File: src/rtl/sag_watch_pkg.sv
package sag_watch_pkg;

    typedef enum logic [1:0] {
        TRK_ARMED    = 2'd0,
        TRK_COUNTING = 2'd1,
        TRK_LATCHED  = 2'd2
    } trk_state_e;

    typedef enum logic {
        ST_QUIET   = 1'b0,
        ST_FLAGGED = 1'b1
    } stat_state_e;

endpackage

File: src/rtl/sag_phase_track.sv
module sag_phase_track
    import sag_watch_pkg::*;
#(
    parameter int SW = 24,
    parameter int CW = 8
) (
    input  logic          clk,
    input  logic          rst_n,
    input  logic [SW-1:0] sample,
    input  logic          hc_end,
    input  logic [SW-1:0] level,
    input  logic [CW-1:0] cycles,
    output logic          fire
);

    trk_state_e    state_q, state_d;
    logic [CW-1:0] cnt_q, cnt_d, cnt_inc, need;
    logic [SW-1:0] peak_q, mag, hc_peak;
    logic          is_low, fire_d;

    // magnitude of a two's-complement sample; the most negative value maps to 2^(SW-1)
    always_comb begin
        mag     = sample[SW-1] ? (~sample + 1'b1) : sample;
        hc_peak = (mag > peak_q) ? mag : peak_q;
        is_low  = (hc_peak < level);
        need    = (cycles == '0) ? CW'(1) : cycles;   // zero acts as one
        cnt_inc = cnt_q + 1'b1;
    end

    // state register
    always_ff @(posedge clk or negedge rst_n) begin
        if (!rst_n) begin
            state_q <= TRK_ARMED;
            cnt_q   <= '0;
            peak_q  <= '0;
            fire    <= 1'b0;
        end else begin
            state_q <= state_d;
            cnt_q   <= cnt_d;
            peak_q  <= hc_end ? '0 : hc_peak;
            fire    <= fire_d;
        end
    end

    // next state and outputs
    always_comb begin
        state_d = state_q;
        cnt_d   = cnt_q;
        fire_d  = 1'b0;
        if (hc_end) begin
            unique case (state_q)
                TRK_ARMED, TRK_COUNTING: begin
                    if (!is_low) begin
                        state_d = TRK_ARMED;
                        cnt_d   = '0;
                    end else if (cnt_inc >= need) begin
                        state_d = TRK_LATCHED;
                        cnt_d   = '0;
                        fire_d  = 1'b1;
                    end else begin
                        state_d = TRK_COUNTING;
                        cnt_d   = cnt_inc;
                    end
                end
                TRK_LATCHED: begin
                    if (!is_low) begin
                        state_d = TRK_ARMED;       // re-arm
                    end
                end
                default: begin
                    state_d = TRK_ARMED;
                    cnt_d   = '0;
                end
            endcase
        end
    end

endmodule

File: src/rtl/sag_status_reg.sv
module sag_status_reg
    import sag_watch_pkg::*;
#(
    parameter int NPH     = 3,
    parameter int STW     = 32,
    parameter int CLR_BIT = 16
) (
    input  logic           clk,
    input  logic           rst_n,
    input  logic [NPH-1:0] fire,
    input  logic           wr_en,
    input  logic [STW-1:0] wr_data,
    output logic           flag,
    output logic [NPH-1:0] phase,
    output logic           irq_n
);

    stat_state_e    state_q, state_d;
    logic [NPH-1:0] phase_q, phase_d;
    logic           clr, any_fire;

    always_comb begin
        clr      = wr_en && wr_data[CLR_BIT];
        any_fire = |fire;
    end

    // state register
    always_ff @(posedge clk or negedge rst_n) begin
        if (!rst_n) begin
            state_q <= ST_QUIET;
            phase_q <= '0;
        end else begin
            state_q <= state_d;
            phase_q <= phase_d;
        end
    end

    // next state and outputs
    always_comb begin
        state_d = state_q;
        phase_d = (clr ? '0 : phase_q) | fire;  // new bits survive a clear
        unique case (state_q)
            ST_QUIET:   if (any_fire) state_d = ST_FLAGGED;
            ST_FLAGGED: if (clr && !any_fire) state_d = ST_QUIET;
            default:    state_d = ST_QUIET;
        endcase
        flag  = (state_q == ST_FLAGGED);
        phase = phase_q;
        irq_n = (state_q != ST_FLAGGED);
    end

endmodule

File: src/rtl/sag_watch.sv
module sag_watch
    import sag_watch_pkg::*;
#(
    parameter int NPH     = 3,
    parameter int SW      = 24,
    parameter int CW      = 8,
    parameter int STW     = 32,
    parameter int CLR_BIT = 16
) (
    input  logic               clk,
    input  logic               rst_n,
    input  logic [NPH*SW-1:0]  smp_bus,
    input  logic [NPH-1:0]     hc_end,
    input  logic [SW-1:0]      sag_level,
    input  logic [CW-1:0]      sag_cycles,
    input  logic               st_wr_en,
    input  logic [STW-1:0]     st_wr_data,
    output logic               sag_flag,
    output logic [NPH-1:0]     sag_phase,
    output logic               sag_irq_n
);

    logic [NPH-1:0] fire_vec;

    // one independent tracker per phase
    for (genvar g = 0; g < NPH; g++) begin : g_trk
        sag_phase_track #(
            .SW (SW),
            .CW (CW)
        ) u_trk (
            .clk    (clk),
            .rst_n  (rst_n),
            .sample (smp_bus[g*SW +: SW]),
            .hc_end (hc_end[g]),
            .level  (sag_level),
            .cycles (sag_cycles),
            .fire   (fire_vec[g])
        );
    end

    sag_status_reg #(
        .NPH     (NPH),
        .STW     (STW),
        .CLR_BIT (CLR_BIT)
    ) u_stat (
        .clk     (clk),
        .rst_n   (rst_n),
        .fire    (fire_vec),
        .wr_en   (st_wr_en),
        .wr_data (st_wr_data),
        .flag    (sag_flag),
        .phase   (sag_phase),
        .irq_n   (sag_irq_n)
    );

endmodule

File: config.mk
export PLATFORM = sky130hd
export DESIGN_NAME = sag_watch
export DESIGN_NICKNAME = d
export VERILOG_FILES = /design/src/rtl/sag_watch_pkg.sv /design/src/rtl/sag_phase_track.sv /design/src/rtl/sag_status_reg.sv /design/src/rtl/sag_watch.sv
export SDC_FILE = /design/constraint.sdc
export NUM_CORES = 1
export LEC_CHECK = 0
export BUFFER_PORTS_ARGS = -buffer_cell sky130_fd_sc_hd__buf_2
export CORE_UTILIZATION = 60
export DETAILED_ROUTE_END_ITERATION = 16
export HOLD_SLACK_MARGIN = 0.12
export PLACE_DENSITY = 0.85
export SYNTH_ARGS = -nofsm -noshare
export SYNTH_HDL_FRONTEND = slang
export SYNTH_SLANG_ARGS = --single-unit
File: constraint.sdc
create_clock -name clk -period 12.2 [get_ports clk]
set_input_delay 1.22 -clock clk [delete_from_list [all_inputs] [get_ports clk]]
set_output_delay 1.22 -clock clk [all_outputs]
set_load 0.02 [all_outputs]
After elaboration in Yosys (flattened, before gate mapping)

Cells that the tools add are included.

Register bits after elaboration: 109
Latch bits: 0
Bits in writable memories: 0
Bits in read-only memories: 0
Output and inout port bits: 5
Word-level logic and storage cells: 110
Memories kept: 0

$add $sub $neg: 6
$mul: 0
Divide/modulo/power cells: 0
Magnitude comparators: 9
Equal/unequal tests: 9
Shift operators: 0
Muxes and demuxes: 47
Bitwise logic cells: 8
Reductions and logical operators: 17

Operators by type and width:

| kind                                                             | count |
|---|---|
| 24-bit 2-to-1 mux                                                | 9 |
| 24-bit by 1-bit adder with 24-bit output (second input constant) | 3 |
| 24-bit > comparator                                              | 3 |
| 24-bit < comparator                                              | 3 |
| 24-bit NOT                                                       | 3 |
| 8-bit 2-to-1 mux                                                 | 7 |
| 8-bit one-hot mux with 2 select lines                            | 3 |
| 8-bit by 1-bit adder with 8-bit output (second input constant)   | 3 |
| 8-bit >= comparator                                              | 3 |
| 2-bit 2-to-1 mux                                                 | 9 |
| 1-bit 2-to-1 mux                                                 | 14 |
| 2-bit one-hot mux with 2 select lines                            | 3 |
| 2-bit AND reduction                                              | 6 |
| 8-bit zero test                                                  | 1 |
| 2-bit by 1-bit == test with 1-bit output (second input constant) | 3 |
| 2-bit == test (second input constant)                            | 3 |
| 2-bit zero test                                                  | 3 |
| 2-bit inequality test (second input constant)                    | 3 |
| 2-bit OR reduction                                               | 3 |
| 1-bit NOT                                                        | 4 |
| 3-bit 2-to-1 mux                                                 | 1 |
| 3-bit bitwise OR                                                 | 1 |
| 3-bit OR reduction                                               | 1 |
| 1-bit logical AND                                                | 2 |
| 2 further kinds                                                  | 2 |

Logic depth before layout (Yosys ltp)

Gate-level depths: netlist of the first run.

Depth in word-level cells: 9
Mapped depth: 28
Gate-level depth less buffers: 26

Modules after synthesis

Synthesis of the first run repeated with hierarchy kept, for this count alone.

Cells, all modules: 1,290
Area, all modules: 10,847.9 um2

By module, submodules not included:

| module                               | times used | cells each | area an instance (um2) | seq. area each (um2) |
|---|---|---|---|---|
| sag_phase_track (g_trk[0].u_trk ...) | 2          | 426        | 3,592.2                | 875.8 |
| sag_phase_track (g_trk[1].u_trk)     | 1          | 428        | 3,515.9                | 875.8 |
| sag_status_reg                       | 1          | 10         | 147.6                  | 100.1 |

Least setup slack after synthesis of the first run

Ideal clock, no wire load.

Path kind: input to register
Start point: input smp_bus[8]
End point: register g_trk[0].u_trk.cnt_q[2]
Setup time: 0.083 ns
Data arrival time: 6.871 ns
Slack: 5.247 ns
Stages: 23
Buffers on the path: 1
Cell sequence: or4_4 -> or3_1 -> or3_1 -> or2_1 -> o41ai_1 -> xor2_1 -> inv_1 -> ha_1 -> nand4_1 -> nor4_1 -> o21ai_0 -> a31oi_1 -> clkbuf_1 -> a21oi_1 -> ha_1 -> a21o_1 -> a21oi_1 -> nor2b_1 -> o41ai_1 -> o2111a_1 -> a21boi_0 -> or2_2 -> o21ai_0

Word-level cells in the longest chain between the ends: 8

Ends and longest elaborated chain:

| element                                  | line                  | source |
|---|---|---|
| start: declaration                       | sag_watch.sv:12       | `input logic [NPH*SW-1:0] smp_bus,` |
| 24-bit NOT                               | sag_phase_track.sv:23 | `mag = sample[SW-1] ? (~sample + 1'b1) : sample;` |
| 24-bit by 1-bit adder with 24-bit output | sag_phase_track.sv:23 |  |
| 24-bit 2-to-1 mux *                      | sag_phase_track.sv:23 |  |
| 24-bit > comparator                      | sag_phase_track.sv:24 | `hc_peak = (mag > peak_q) ? mag : peak_q;` |
| 24-bit 2-to-1 mux *                      | sag_phase_track.sv:24 |  |
| 24-bit < comparator *                    | sag_phase_track.sv:25 | `is_low = (hc_peak < level);` |
| 8-bit 2-to-1 mux *                       | sag_phase_track.sv:53 | `if (!is_low) begin` |
| 8-bit one-hot mux with 2 select lines *  | sag_phase_track.sv:51 | `unique case (state_q)` |
| end signal: assignment                   | sag_phase_track.sv:39 | `cnt_q <= cnt_d;` |
| end: declaration                         | sag_phase_track.sv:17 | `logic [CW-1:0] cnt_q, cnt_d, cnt_inc, need;` |

Every way passes the cells marked *; elsewhere a longest branch is shown, timed or not.
A chain may end at the register's enable or synchronous reset.

Worst setup path after layout of the first run

Start point: input smp_bus[28]
End point: register g_trk[1].u_trk.cnt_q[5]

Word-level cells in the longest chain between the ends: 8

Ends and longest elaborated chain:

| element                                  | line |
|---|---|
| 24-bit NOT                               | sag_phase_track.sv:23 |
| 24-bit by 1-bit adder with 24-bit output | sag_phase_track.sv:23 |
| 24-bit 2-to-1 mux *                      | sag_phase_track.sv:23 |
| 24-bit > comparator                      | sag_phase_track.sv:24 |
| 24-bit 2-to-1 mux *                      | sag_phase_track.sv:24 |
| 24-bit < comparator *                    | sag_phase_track.sv:25 |
| 8-bit 2-to-1 mux *                       | sag_phase_track.sv:53 |
| 8-bit one-hot mux with 2 select lines *  | sag_phase_track.sv:51 |
| end signal: assignment                   | sag_phase_track.sv:39 |
| end: declaration                         | sag_phase_track.sv:17 |

Marked as above.

==> impl_results.md, run 1 <==
* Status: finished, final reports clean
* Final wirelength at 24.1 mm
* Power Dens Cells at about 150 nW/um2
* TritonRoute pass-1 iters at 5
* R2r endpoint: g_trk[1].u_trk.cnt_q[5]$_DFFE_PN0P_
* Antenna cells at 0
* FP Rows at 47
* Drt wl/cell at 15.6 um
* Overflow after GRT at 0
* Worst Skew at between 9 and 10 ps
* Critical Path Source Type: input port
* Fmax at approximately 120 MHz
* Largest family of logic cells by synthesized area: adder cells
* Vias in the first global route at 8608
* Sw power at 0.690 mW
* Initial antenna violation count at 0
* Final worst-path cycle share at approximately two thirds
* CTS Hold Bufs at 0
* Sw frac at 42.2%
* Post-DRT Antenna Nets at 0
* First-pass GRT wire length at slightly above 40 mm
* Syn_area_per_cell at 8.32 um2
* Syn. warnings at 0
* Post-CTS setup buffers at 0
* Final setup vio count at 0
* Seq cells post-synth at 109
* Synth Area in Adders at 21.0%
* Post-synth top area cell: dfrtp_1
* Beginning of the critical path: smp_bus[28]
* Routability cong. at slightly below 1
* Number of fill cells at 1383
* Worst skew pair latency at about 370 ps
* Post-route cell area at approximately 11000 um2
* Origin of the critical flop-to-flop path: g_trk[1].u_trk.peak_q[17]$_DFF_PN0_
* WP data arrival at approximately 8400 ps
* Die span in y at approximately 130 um
* DIE WIDTH at roughly 130 um
* Reg power frac at between 30% and 40%
* Layout Nets at between 1500 and 2000
* Via count at around 9100
* Share of cells above drive strength 1 at between 10% and 20%
* Setup_tns at 0 ps
* Count leader, synth: ha_1
* Top post-synthesis cells by area: dfrtp_1 27%, ha_1 21%, xnor2_1 5.3%
* Slowest CP cell: a2111oi_0
* Cell variety after synth at 64
* Most used DFF post-synth: dfrtp_1
* TritonCTS Buffers at 9
* Clock-pin slew on the worst setup and hold paths at roughly 80 ps
* Area Overhead vs Synth at 10.4%
* Crit Path Max Fanout at 34
* Worst-case clock buffer depth at 2
* Slowest stage delay, CP at between 900 and 1000 ps
* XOR/XNOR Fraction of Synth Area at 6.96%
* Worst-Margin Slew at 1130 ps
* Worst Hold Class: reg2reg
* H-tree depth at 3
* Detailed-route vias per instance at 5.85
* VDD IR-drop max at between 100 and 150 uV
* Synth Area in Compound Gates at 18.0%
* CP required at roughly 12000 ps
* RSZ-0062 raised after global routing: no
* Largest net degree at the start of global routing at around 60
* GRT Total Usage at ~29%
* Critical path's most frequent cell: nand4_1
* Post-synth EDFFs at 0
* FF-to-FF setup slack at 6370 ps
* # DRC at 0
* Detailed Route Iter0 Violations at 577
* Clock root buffer: clkbuf_16
* Syn_nets at about 1500
* Placed inst area at 11000 um2
* Synth Cell Area at slightly above 10000 um2
* Crit end category: flop
* Multiplexer share of the synthesized area at under 10%
* Clock group share of total power at 17.8%
* Boundary Pins at between 100 and 150
* CTS tree: built
* Most frequent cells after synthesis: 171 x ha_1, 127 x inv_1, 109 x dfrtp_1, 104 x a21oi_1, 98 x nand2_1
* Max_slew headroom at between 20% and 30%
* Internal power at around 0.94 mW
* Ys async rst share at 100%
* CP endpoint: g_trk[1].u_trk.cnt_q[5]$_DFFE_PN0P_
* Gate Count Post-Synth at 1224
* Comb pwr share at between 50% and 60%
* Post-synthesis simple-gate area fraction at just over 20%
* Hold Fails Final Rpt at 0
* Lkg Pwr at approximately 5.5 nW
* Core area at approximately 17000 um2
* DP Wirelength at between 15 and 20 mm
* Die area at ~18000 um2
* MaxCap Viol Count at 0
* Pins Over Slew Limit at 0
* # resized after CTS at 0
* Clock Sinks at 109
* Worst-case reg-to-reg path depth at 19
* Post-layout min period at slightly above 8000 ps
* Yosys top cell area share at a little over a quarter
* Port Buffers at 115
* Register area share after synthesis at between 20% and 30%
* Initial cell density of the core at 61.4%
* Setup Crit Path Kind: in2reg
==> power by group through the flow <==
| stage | logic, mW | clock network (mW) | registers [mW] |
|---|---|---|---|
| 6_report | 0.852 | 0.291 | 0.492 |
| 4_1_cts | 0.851 | 0.295 | 0.491 |
| 2_1_floorplan | 0.628 | 0 | 0.488 |
| 3_5_place_dp | 0.840 | 0 | 0.498 |
| 5_1_grt | 0.971 | 0.308 | 0.503 |
| 3_3_place_gp | 0.799 | 0 | 0.493 |
==> logic make-up (layout without fill, tap and decap cells) <==
family,count (synthesis),count (layout)
AO/OA/AOI/OAI,294,294
multiplexers,11,11
AND/OR/NAND/NOR,401,401
buffers and inverters,157,262
flip-flops,109,109
adder cells (fa/ha/maj),171,171
XOR/XNOR,81,81
==> critical path: cells and delay by family <==
| kind | cells | cell delay, ps |
|---|---|---|
| and+or+nand+nor | 15 | 3350 |
| AOI/OAI and AO/OA | 4 | 2020 |
| adders and majority gates | 2 | 580 |
| muxes | 1 | 390 |
| buffers and inverters | 3 | 570 |
| xor gates and xnor gates | 1 | 220 |
==> sequential cells by signal (all words and copies together), names as in the netlist <==
signal               cells
g_trk.u_trk.peak_q      72
g_trk.u_trk.cnt_q       24
g_trk.u_trk.state_q      6
g_trk.u_trk.fire         3
u_stat.phase             3
u_stat.flag              1
==> layout by cell type, fill, tap and decap left out, types with 6 or more instances in the layout <==
| master | n |
|---|---|
| nand2b_1 | 21 |
| nor2_1 | 81 |
| inv_1 | 127 |
| or4_1 | 6 |
| o31ai_1 | 14 |
| o21ai_0 | 76 |
| clkbuf_16 | 9 |
| xor2_1 | 19 |
| ha_1 | 171 |
| dfrtp_1 | 109 |
| nand2_1 | 98 |
| nor4_1 | 16 |
| o41ai_1 | 14 |
| buf_2 | 114 |
| nand4_1 | 29 |
| a21o_1 | 26 |
| nor2b_1 | 74 |
| a21oi_1 | 104 |
| xnor2_1 | 62 |
| nor3_1 | 14 |
| or3_1 | 6 |
| o21a_1 | 6 |
| a211oi_1 | 7 |
| nand3_1 | 30 |
| mux2_2 | 8 |
==> worst min path at each step <==
stage / start / end / slack [ps] / depth (start not counted)
5_1_grt: u_stat.phase[1]$_DFF_PN0_ / u_stat.phase[1]$_DFF_PN0_ / 500 / 1
3_3_place_gp: g_trk[0].u_trk.fire$_DFF_PN0_ / u_stat.phase[0]$_DFF_PN0_ / 460 / 1
6_report: u_stat.phase[2]$_DFF_PN0_ / u_stat.phase[2]$_DFF_PN0_ / 490 / 1
3_5_place_dp: g_trk[0].u_trk.fire$_DFF_PN0_ / u_stat.phase[0]$_DFF_PN0_ / 460 / 1
2_1_floorplan: g_trk[2].u_trk.fire$_DFF_PN0_ / u_stat.phase[2]$_DFF_PN0_ / 430 / 1
4_1_cts: u_stat.phase[2]$_DFF_PN0_ / u_stat.phase[2]$_DFF_PN0_ / 480 / 1
==> layout make-up <==
cell class,count,area (um2),area share [%]
Clock buffer,10,229,2.04
Inverter,127,477,4.24
Timing Repair Buffer,119,608,5.40
Clock inverter,6,51.3,0.456
Multi-Input combinational cell,958,6880,61.2
Tap cell,220,275,2.45
Sequential cell,109,2730,24.2
==> metrics by stage <==
stage / std cells / power [mW] / worst slack (ps) / utilization, % / hold slack, ps
5_1_grt: 1549 / 1.78 / 3200 / 67.8 / 498
3_5_place_dp: 1533 / 1.34 / 3810 / 66.2 / 461
2_1_floorplan: 1224 / 1.12 / 5250 / - / 429
4_1_cts: 1549 / 1.64 / 4170 / 67.8 / 484
6_report: 1549 / 1.63 / 4070 / 67.8 / 488
3_3_place_gp: 1533 / 1.29 / 4030 / 66.2 / 456
==> layer usage <==
layer  routed length [um]  vias up  GRT usage [%]
met5                    0        -              0
met4                  568        0           9.39
met3                 1160       47           4.46
met2                11700      234           48.8
met1                10600     4257           36.7
li1                     -     4520              -
Power figures use the tool's default switching activity.
==> run 2, diff against run 1 <==
- ABC_AREA: not set -> 1
- CORE_UTILIZATION: 60 -> 54
- PLACE_DENSITY: 0.85 -> 0.81
- clock period: 12.2 -> 7 ns (I/O delays scaled with it)
==> impl_results.md, run 2 <==
* CTS tree: built
* Hold Fails Final Rpt at 0 (unchanged)
* Count leader, synth: nand2_1
* Vias in the first global route at 9105 (+5.8%)
* CP required at 7250 ps (-5190 ps)
* Placement Setup Slack at 888 ps (-2920 ps)
* H-tree depth at 3 (unchanged)
* Syn_nets at 1860 (+21%)
* Drt wl/cell at 12.9 um (-17%)
* Setup Crit Path Kind: in2reg
* Detailed Route Iter0 Violations at 546 (-5.4%)
* Clock-pin slew on the worst setup and hold paths at 80 ps (about the same)
* Slowest stage delay, CP at 460 ps (-470 ps)
* Top delay family on crit path: simple AND/OR/NAND/NOR gates
* Critical Path Source Type: input port
* Overflow after GRT at 0 (unchanged)
* Seq cells post-synth at 109 (unchanged)
* Port Buffers at 115 (unchanged)
* Post-route cell area at 12000 um2 (+6.6%)
* Most frequent cells in the layout: 397 x nand2_1, 286 x inv_1, 171 x ha_1
* Top post-synthesis cells by area: dfrtp_1 25%, ha_1 20%, nand2_1 14%
* VDD IR-drop max at 179 uV (+63%)
* Worst-Margin Slew at 822 ps (-304 ps)
* DIE WIDTH at 144 um (+8.6%)
* Internal power at 1.49 mW (+57%)
* Routability cong. at 0.889 (-8.2%)
* Max FFs per register at 72 (unchanged)
* Most frequent cells after synthesis: 397 x nand2_1, 286 x inv_1, 171 x ha_1, 117 x nor2_1, 109 x dfrtp_1
* Utilization after layout at 61.2% (-6.6 points)
* CTS Hold Bufs at 0 (unchanged)
* Syn_area_per_cell at 7.02 um2 (-16%)
* Commonest non-fill, non-tap cell in the layout: nand2_1
* Slowest CP cell: inv_1
* Worst Skew at 9.94 ps (+0.317 ps)
* # DRC at 0 (unchanged)
* Buf/Inv on CP at 8 (+5)
* Hold WS at 340 ps (-148 ps)
* Crit Path Max Fanout at 26 (-24%)
* Share of cells above drive strength 1 at 12.0% (+0.12 points)
* Initial cell density of the core at 55.4% (-6.0 points)
* Post-CTS setup buffers at 0 (unchanged)
* Post-DRT Antenna Nets at 0 (unchanged)
* Met1 usage at 31.6% (-5.1 points)
* Crit path depth at 33 (+27%)
* Critical path's most frequent cell: inv_1
* Largest net degree at the start of global routing at 64 (+8.5%)
* GRT Total Usage at 25.3% (-3.3 points)
* Worst skew pair latency at 370 ps (about the same)
* MaxCap Viol Count at 0 (unchanged)
* Lkg Pwr at 6.81 nW (+23%)
* Met2 Resource Use GR at 45.4% (-3.5 points)
* Final wirelength at 24.8 mm (+3.1%)
* Boundary Pins at 147 (unchanged)
* Syn. warnings at 0 (unchanged)
* First-pass GRT wire length at 41.0 mm (+1.5%)
* Clock Sinks at 109 (unchanged)
* Pins Over Slew Limit at 0 (unchanged)
* Sw power at 1.13 mW (+64%)
* Worst Hold Class: in2async
* FP Rows at 51 (+8.5%)
* Initial antenna violation count at 0 (unchanged)
* Synth Cell Area at 10900 um2 (+6.5%)
* # resized after CTS at 0 (unchanged)
* Worst-case clock buffer depth at 2 (unchanged)
* WP data arrival at 6090 ps (-2280 ps)
* Register bank with the most flops: g_trk.u_trk.peak_q
* Clock root buffer: clkbuf_16
* Sw frac at 43.2% (+1.0 points)
* Power Dens Cells at 218 nW/um2 (+50%)
* Reg power frac at 31.2% (+1.1 points)
* Met3 Track Usage GR at 3.83% (-0.63 points)
* Crit end category: flop
* Layout Nets at 1966 (+20%)
* Post-layout min period at approximately 5800 ps
* Worst-case reg-to-reg path depth at 23 (+4)
* Biggest regs: g_trk.u_trk.peak_q: 72 flops, g_trk.u_trk.cnt_q: 24 flops, g_trk.u_trk.state_q: 6 flops
* Gate Count Post-Synth at 1547 (+26%)
* Most used DFF post-synth: dfrtp_1
* Max_slew headroom at 45.2% (+21 points)
* Register area share after synthesis at 25.1% (-1.6 points)
* Ys async rst share at 100% (unchanged)
* Status: finished, final reports clean
* Antenna cells at 0 (unchanged)
* Placed inst area at 11700 um2 (+6.8%)
* Post-synth top area cell: dfrtp_1
* Final worst-path cycle share at 83.4%
* GR peak layer: met2
* DP Wirelength at 20.2 mm (+4.4%)
* Final setup vio count at 0 (unchanged)
* Detailed-route vias per instance at 5.10 (-13%)
* Clock group share of total power at 18.9% (+1.1 points)
* Worst setup margin at 1160 ps (-2910 ps)
* FF-to-FF setup slack at 2770 ps (-3600 ps)
* Core area at 19600 um2 (+18%)
* Die span in y at 144 um (+8.6%)
* Cell variety after synth at 42 (-34%)
* Via count at 9811 (+8.3%)
* Area Overhead vs Synth at 10.5%
* Fmax at roughly 170 MHz
* Setup_tns at 0 ps (unchanged)
* RSZ-0062 raised after global routing: no
* Comb pwr share at 50.0% (-2.1 points)
* Die area at 20700 um2 (+18%)
* TritonRoute pass-1 iters at 5 (unchanged)
* Post-synth EDFFs at 0 (unchanged)
* Yosys top cell area share at 25.1% (-1.6 points)
* TritonCTS Buffers at 9 (unchanged)
==> run 2: layout make-up <==
cell class / instances / area, um2
multi-input combinational: 1109 / 6890
clock buffer: 10 / 239
timing repair buffer: 125 / 653
fill: 1732 / 7590
inverter: 299 / 1120
clock inverter: 5 / 37.5
sequential: 109 / 2730
tap: 265 / 332
==> run 2: kinds of logic (layout without fill, tap and decap cells) <==
kind of cell,Yosys count,after routing,share of synthesized area (%)
AND/OR/NAND/NOR,634,634,25.4
buffers and inverters,329,439,11.4
AO/OA/AOI/OAI,224,224,11.7
adder cells (fa/ha/maj),171,171,19.7
flip-flops,109,109,25.1
XOR/XNOR,80,80,6.66
==> run 2: worst reg2reg max path: cells and delay by family, from the launching register on <==
| kind | cells | cell delay (ps) |
|---|---|---|
| fa+ha+maj | 2 | 590 |
| flops | 1 | 350 |
| buf+inv | 5 | 710 |
| simple gates | 16 | 2470 |
==> run 2: path summary, 6_finish.rpt <==
kind,startpoint,endpoint
setup / recovery,smp_bus[0],g_trk[0].u_trk.fire$_DFF_PN0_
setup reg to reg,g_trk[0].u_trk.peak_q[23]$_DFF_PN0_,g_trk[0].u_trk.fire$_DFF_PN0_
hold reg to reg,g_trk[1].u_trk.fire$_DFF_PN0_,u_stat.phase[1]$_DFF_PN0_
hold / removal,rst_n,g_trk[1].u_trk.state_q[0]$_DFFE_PN0P_
min in group clk,g_trk[1].u_trk.fire$_DFF_PN0_,u_stat.phase[1]$_DFF_PN0_
max in group asynchronous,rst_n,g_trk[2].u_trk.peak_q[1]$_DFF_PN0_
==> run 2: layer usage <==
| layer | vias up | share of wire (%) |
|---|---|---|
| met3 | 24 | 4.3 |
| met5 | - | 0 |
| met2 | 190 | 49 |
| li1 | 5122 | - |
| met4 | 0 | 1.4 |
| met1 | 4475 | 46 |
==> run 2: through the flow <==
stage | instances | power [mW]
2_1_floorplan | 1547 | 1.78
3_3_place_gp | 1906 | 2.06
3_5_place_dp | 1906 | 2.12
4_1_cts | 1921 | 2.62
5_1_grt | 1922 | 2.89
6_report | 1922 | 2.62
==> run 2: power by group through the flow <==
stage / clock network (mW) / registers (mW) / logic, mW
2_1_floorplan: 0 / 0.815 / 0.968
3_3_place_gp: 0 / 0.822 / 1.24
3_5_place_dp: 0 / 0.826 / 1.30
4_1_cts: 0.501 / 0.816 / 1.31
5_1_grt: 0.528 / 0.831 / 1.53
6_report: 0.494 / 0.817 / 1.31
